## config.mk

```make
export PLATFORM = sky130hd
export DESIGN_NAME = hwloop_ctrl
export DESIGN_NICKNAME = d
export VERILOG_FILES = /design/src/rtl/hwloop_pkg.sv /design/src/rtl/hwloop_stack.sv /design/src/rtl/hwloop_step.sv /design/src/rtl/hwloop_ctrl.sv
export SDC_FILE = /design/constraint.sdc
export NUM_CORES = 2
export LEC_CHECK = 0
export BUFFER_PORTS_ARGS = -buffer_cell sky130_fd_sc_hd__buf_2
export CAP_MARGIN = 0
export CORE_ASPECT_RATIO = 1.5
export CORE_UTILIZATION = 40
export DETAILED_ROUTE_END_ITERATION = 7
export PLACE_DENSITY = 0.52
export SLEW_MARGIN = 25
export SYNTH_ARGS = -nofsm -noshare
export SYNTH_HDL_FRONTEND = slang
export SYNTH_SLANG_ARGS = --single-unit
```

## constraint.sdc

```tcl
create_clock -name clk_i -period 13.22 [get_ports clk_i]
set_input_delay 0.661 -clock clk_i [delete_from_list [all_inputs] [get_ports clk_i]]
set_output_delay 0.661 -clock clk_i [all_outputs]
set_load 0.03 [all_outputs]
```

## src/rtl/hwloop_pkg.sv

```systemverilog
package hwloop_pkg;
  localparam int ADDR_W = 32;
  localparam int CNT_W  = 32;
  localparam int BODY_W = 12;

  typedef struct packed {
    logic [ADDR_W-1:0] start_pc;
    logic [ADDR_W-1:0] end_pc;
    logic [CNT_W-1:0]  rem;
    logic [CNT_W-1:0]  total;
  } loop_lvl_t;
endpackage

```

## src/rtl/hwloop_stack.sv

```systemverilog
module hwloop_stack
  import hwloop_pkg::*;
#(
  parameter int DEPTH = 8,
  localparam int LW = $clog2(DEPTH + 1)
) (
  input  logic            clk_i,
  input  logic            rst_ni,
  input  logic            pop_i,
  input  logic            dec_i,
  input  logic            push_i,
  input  loop_lvl_t       push_lvl_i,
  output loop_lvl_t       top_o,
  output logic            top_valid_o,
  output logic            push_drop_o,
  output logic [LW-1:0]   level_o
);
  loop_lvl_t       lvl_q [DEPTH];
  logic [LW-1:0]   cnt_q, cnt_pop;
  logic            room, push_ok;

  // pop is applied before the push so a freed slot can be reused in one cycle
  assign cnt_pop     = (pop_i && cnt_q != '0) ? cnt_q - 1'b1 : cnt_q;
  assign room        = cnt_pop < LW'(DEPTH);
  assign push_ok     = push_i && room;
  assign push_drop_o = push_i && !room;
  assign top_valid_o = cnt_q != '0;
  assign level_o     = cnt_q;

  always_comb begin
    top_o = '0;
    for (int i = 0; i < DEPTH; i++)
      if (cnt_q == LW'(i + 1)) top_o = lvl_q[i];
  end

  always_ff @(posedge clk_i or negedge rst_ni) begin
    if (!rst_ni) begin
      cnt_q <= '0;
      for (int i = 0; i < DEPTH; i++) lvl_q[i] <= '0;
    end else begin
      cnt_q <= cnt_pop + LW'(push_ok);
      for (int i = 0; i < DEPTH; i++) begin
        if (push_ok && cnt_pop == LW'(i))
          lvl_q[i] <= push_lvl_i;
        else if (dec_i && cnt_q == LW'(i + 1))
          lvl_q[i].rem <= lvl_q[i].rem - 1'b1;
      end
    end
  end
endmodule

```

## src/rtl/hwloop_step.sv

```systemverilog
module hwloop_step
  import hwloop_pkg::*;
(
  input  logic              step_valid_i,
  input  logic [ADDR_W-1:0] next_pc_i,
  input  loop_lvl_t         top_i,
  input  logic              top_valid_i,
  output logic              hit_o,
  output logic              last_o,
  output logic [ADDR_W-1:0] target_o,
  output logic [CNT_W-1:0]  idx_o
);
  logic [CNT_W-1:0] rem_dec;

  assign rem_dec  = top_i.rem - 1'b1;
  assign hit_o    = step_valid_i && top_valid_i && (next_pc_i == top_i.end_pc);
  assign last_o   = rem_dec == '0;
  assign target_o = top_i.start_pc;
  assign idx_o    = top_i.total - rem_dec;
endmodule

```

## src/rtl/hwloop_ctrl.sv

```systemverilog
module hwloop_ctrl
  import hwloop_pkg::*;
#(
  parameter int DEPTH = 8,
  localparam int LW = $clog2(DEPTH + 1)
) (
  input  logic              clk_i,
  input  logic              rst_ni,
  input  logic              start_valid_i,
  input  logic [ADDR_W-1:0] start_pc_i,
  input  logic [CNT_W-1:0]  start_iters_i,
  input  logic [BODY_W-1:0] start_body_i,
  input  logic              step_valid_i,
  input  logic [ADDR_W-1:0] step_next_pc_i,
  output logic              redirect_o,
  output logic [ADDR_W-1:0] redirect_pc_o,
  output logic [CNT_W-1:0]  iter_idx_o,
  output logic              overflow_o
);
  loop_lvl_t         top_lvl, new_lvl;
  logic              top_valid, push_drop, step_hit, step_last;
  logic              req_ok, skip, push_req;
  logic [ADDR_W-1:0] body_start, body_end, back_pc;
  logic [CNT_W-1:0]  back_idx;
  logic [LW-1:0]     level_w;
  logic              ovf_q;

  assign req_ok     = start_valid_i && (start_body_i != '0);
  assign skip       = req_ok && (start_iters_i == '0);
  assign push_req   = req_ok && (start_iters_i > CNT_W'(1));
  assign body_start = start_pc_i + ADDR_W'(4);
  assign body_end   = body_start + ADDR_W'({start_body_i, 2'b00});

  assign new_lvl = '{start_pc: body_start, end_pc: body_end,
                     rem: start_iters_i - 1'b1, total: start_iters_i};

  hwloop_stack #(.DEPTH(DEPTH)) u_stack (
    .clk_i       (clk_i),
    .rst_ni      (rst_ni),
    .pop_i       (step_hit && step_last),
    .dec_i       (step_hit && !step_last),
    .push_i      (push_req),
    .push_lvl_i  (new_lvl),
    .top_o       (top_lvl),
    .top_valid_o (top_valid),
    .push_drop_o (push_drop),
    .level_o     (level_w)
  );

  hwloop_step u_step (
    .step_valid_i (step_valid_i),
    .next_pc_i    (step_next_pc_i),
    .top_i        (top_lvl),
    .top_valid_i  (top_valid),
    .hit_o        (step_hit),
    .last_o       (step_last),
    .target_o     (back_pc),
    .idx_o        (back_idx)
  );

  // back edge has priority over a zero-count skip
  assign redirect_o    = step_hit || skip;
  assign redirect_pc_o = step_hit ? back_pc : body_end;
  assign iter_idx_o    = step_hit ? back_idx : '0;

  always_ff @(posedge clk_i or negedge rst_ni) begin
    if (!rst_ni) ovf_q <= 1'b0;
    else         ovf_q <= ovf_q | push_drop;
  end
  assign overflow_o = ovf_q;
endmodule

```

==> flow_metrics.env <==
export IMPL_vias_per_cell=5.952
export IMPL_core_sq_um=136700
export IMPL_rsz0062_at_grt="no"
export IMPL_syn_area_sq_um=55230
export IMPL_grt_pass1_vias=45750
export IMPL_slew_headroom=0.1818
export IMPL_crit_required_ps=12560
export IMPL_reg2reg_setup_slack_ps=4180
export IMPL_critPathMaxFanout=61
export IMPL_port_buffers=177
export IMPL_die_width_um=305.4
export IMPL_gp_congestion=0.9918
export IMPL_synthTopCellsByArea="dfrtp_1 (46%), nand2_1 (6.7%), xnor2_1 (4.5%)"
export IMPL_crit_path_start="u_stack.level_o[0]$_DFF_PN0_"
export IMPL_die_y_um=457.1
export IMPL_holdBufCountCts=1
export IMPL_clock_sinks=1013
export IMPL_synth_edf_count=0
export IMPL_worstMarginPinSlew_ps=1218
export IMPL_syn2layout_area_growth_pct=11.37
export IMPL_cp_start_kind="register"
export IMPL_cts_tree="built"
export IMPL_crit_buf_inv=6
export IMPL_grt_overflow_total=0
export IMPL_ctsResizeCount=0
export IMPL_ys_warn_count=0
export IMPL_ys_top_cells_by_count="dfrtp_1 (1,013), nand2_1 (985), o21ai_0 (471), nor2_1 (370), xnor2_1 (284)"
export IMPL_synth_main_ff_cell="dfrtp_1"
export IMPL_postSynth_asyncResetShare=1.000
export IMPL_synthDominantCellAreaShare=0.4590
export IMPL_n_fill_cell=13420
export IMPL_vias=46220
export IMPL_ctsHtreeMaxLevel=3
export IMPL_finalCriticalPeriod_ps=9816
export IMPL_worstRegToRegCells=17
export IMPL_hp_class="input port to register"
export IMPL_critPathCaptureType="output port"
export IMPL_hold_viol_final=0
export IMPL_peakVddDrop_mv=0.1031
export IMPL_crit_top_cell="buf_4"
export IMPL_totalPowerFinal_w=0.006926
export IMPL_r2r_start="u_stack.level_o[0]$_DFF_PN0_"
export IMPL_drc_errors=0
export IMPL_drt_initial_drc_count=3963
export IMPL_clockRootBuffer="clkbuf_16"
export IMPL_postRouteAntennaNets=0
export IMPL_status="finished clean"
export IMPL_setup_violations=0
export IMPL_max_clock_freq_ghz=0.1019
export IMPL_antenna_found_initial=15
export IMPL_wirelength_mm=217.6
export IMPL_power_density_nw_per_um2=112.6
export IMPL_syn_num_nets=6138
export IMPL_cpPeakStageDelay_ps=610
export IMPL_path_clk_slew_ps=60
export IMPL_finClkSkew_ps=43.32
export IMPL_hold_start="start_iters_i[1]"
export IMPL_setup_tns_ps=0
export IMPL_power_leakage_nw=28.56
export IMPL_drive_gt1_frac=0.1112
export IMPL_drtPass1Iterations=6
export IMPL_clock_latency_ps=770
export IMPL_post_cts_buffers=0
export IMPL_netlist_instances=5962
export IMPL_yosysMostFrequentCell="dfrtp_1"
export IMPL_drv_cap=0
export IMPL_drv_slew=0
export IMPL_crit_arrival_ps=9160
export IMPL_initial_utilization=0.4041
export IMPL_syn_avg_cell_area_sq_um=9.264
export IMPL_grt_use_total=0.3100
export IMPL_crit_type="register to output port"
export IMPL_crit_path_top_delay_cell="buf_4"
export IMPL_hpwl_mm=146.2
export IMPL_grt_first_pass_wirelength_mm=319.0
export IMPL_row_count=166
export IMPL_finalCritPeriodShare=0.7425
export IMPL_numCtsBuffers=107
export IMPL_grt_max_degree=171
export IMPL_crit_family="compound AO/OA/AOI/OAI gates"
export IMPL_dieArea_sq_um=139600
export IMPL_endpoint="iter_idx_o[30]"
export IMPL_cts_max_path_buffers=3
export IMPL_wl_per_cell_um=28.02
export IMPL_yosysTopAreaCell="dfrtp_1"
export IMPL_cp_depth=28
export IMPL_yosysSeqAreaShare=0.4590
export IMPL_synth_seq_cells=1013
export IMPL_synth_cell_types=104
export IMPL_layout_nets=6084
export IMPL_r2r_end="u_stack.lvl_q[451]$_DFFE_PN0P_"
export IMPL_ios=178
[how the worst min path moves through the flow]
stage | to | cells after the start | slack (ps)
floorplan | overflow_o$_DFF_PN0_ | 0 | 370
finish | u_stack.lvl_q[385]$_DFFE_PN0P_ | 2 | 220
global route | u_stack.lvl_q[385]$_DFFE_PN0P_ | 2 | 220
detailed placement | u_stack.lvl_q[729]$_DFFE_PN0P_ | 2 | 460
global placement | u_stack.lvl_q[729]$_DFFE_PN0P_ | 2 | 460
CTS | u_stack.lvl_q[385]$_DFFE_PN0P_ | 2 | 180
[stage by stage]
step	instances	utilization	hold slack (ps)	area, sq um	setup slack [ps]
detailed placement	7558	0.4217	462.7	57630	4235
finish	7765	0.4501	223.0	61510	3404
CTS	7758	0.4492	181.5	61390	3423
floorplan	5962	-	365.4	55230	6011
global placement	7558	0.4211	455.2	57550	4370
global route	7763	0.4500	218.4	61500	2997
[where the power goes]
part	switching [W]	total (W)	internal, W
registers	0.0000527	0.00322	0.00316
clock network	0.00139	0.00325	0.00187
logic	0.000328	0.000456	0.000128
[worst register-to-register path: cells and delay by family, from the launching register on]
| family | cells | cell delay (ps) |
|---|---|---|
| buf+inv | 5 | 3120 |
| xor+xnor | 1 | 260 |
| compound gates | 2 | 670 |
| mux | 2 | 870 |
| flops | 1 | 530 |
| simple gates | 6 | 2970 |
| fa+ha+maj | 1 | 500 |
[routing by layer]
metal,GRT usage,share of wire,vias to the layer above
li1,-,-,20990
met1,0.3595,0.38,23040
met2,0.5301,0.49,1615
met3,0.04803,0.054,547
met4,0.2020,0.072,16
met5,0,0.00050,-
[logic make-up (layout without fill, tap and decap cells)]
family / Yosys count / count (layout) / share of synthesized area
AOI/OAI and AO/OA: 1557 / 1557 / 0.1782
muxes: 381 / 381 / 0.07583
DFF: 1013 / 1013 / 0.4590
buffers and inverters: 569 / 605 / 0.04585
xor gates and xnor gates: 406 / 406 / 0.06438
adders and majority gates: 64 / 64 / 0.01477
other: 0 / 3 / 0
and+or+nand+nor: 1972 / 1972 / 0.1620
[layout make-up]
type / count / area [sq um] / area share
multi-input cells: 4380 / 27810 / 0.4522
flip-flops and latches: 1013 / 25350 / 0.4122
clock buffers: 155 / 3169 / 0.05153
well taps: 1764 / 2207 / 0.03588
repair buffers: 284 / 1924 / 0.03129
clock inverters: 44 / 576.8 / 0.009378
inverters: 122 / 457.9 / 0.007445
diodes: 3 / 7.507 / 0.0001221
[registers in the layout, indices dropped and copies added (netlist names)]
register	flops
u_stack.lvl_q	1008
u_stack.level_o	4
overflow_o	1
[layout by cell type (no fill, tap or decap), types with 29 or more instances in the layout]
cell type	synthesis	final
nor2b_1	34	30
o22ai_1	38	38
ha_1	62	58
nor4_1	89	88
o21ai_0	471	470
nor2_1	370	368
nand2_1	985	984
o211ai_1	116	116
a211oi_1	46	45
buf_4	20	87
nand3_1	84	84
xnor2_1	284	259
dfrtp_1	1013	1011
clkbuf_8	0	29
nand4_1	31	31
a221oi_1	49	49
mux2_1	134	134
a31oi_1	48	48
xor2_1	122	114
inv_1	119	118
mux2i_1	163	163
a22oi_1	185	185
clkbuf_16	0	108
nor3_1	121	119
a21oi_1	239	239
o21ai_1	145	145
buf_2	137	176
nand2b_1	38	37
mux2_2	59	59
or3_1	64	61
(Power assumes the default switching activity.)
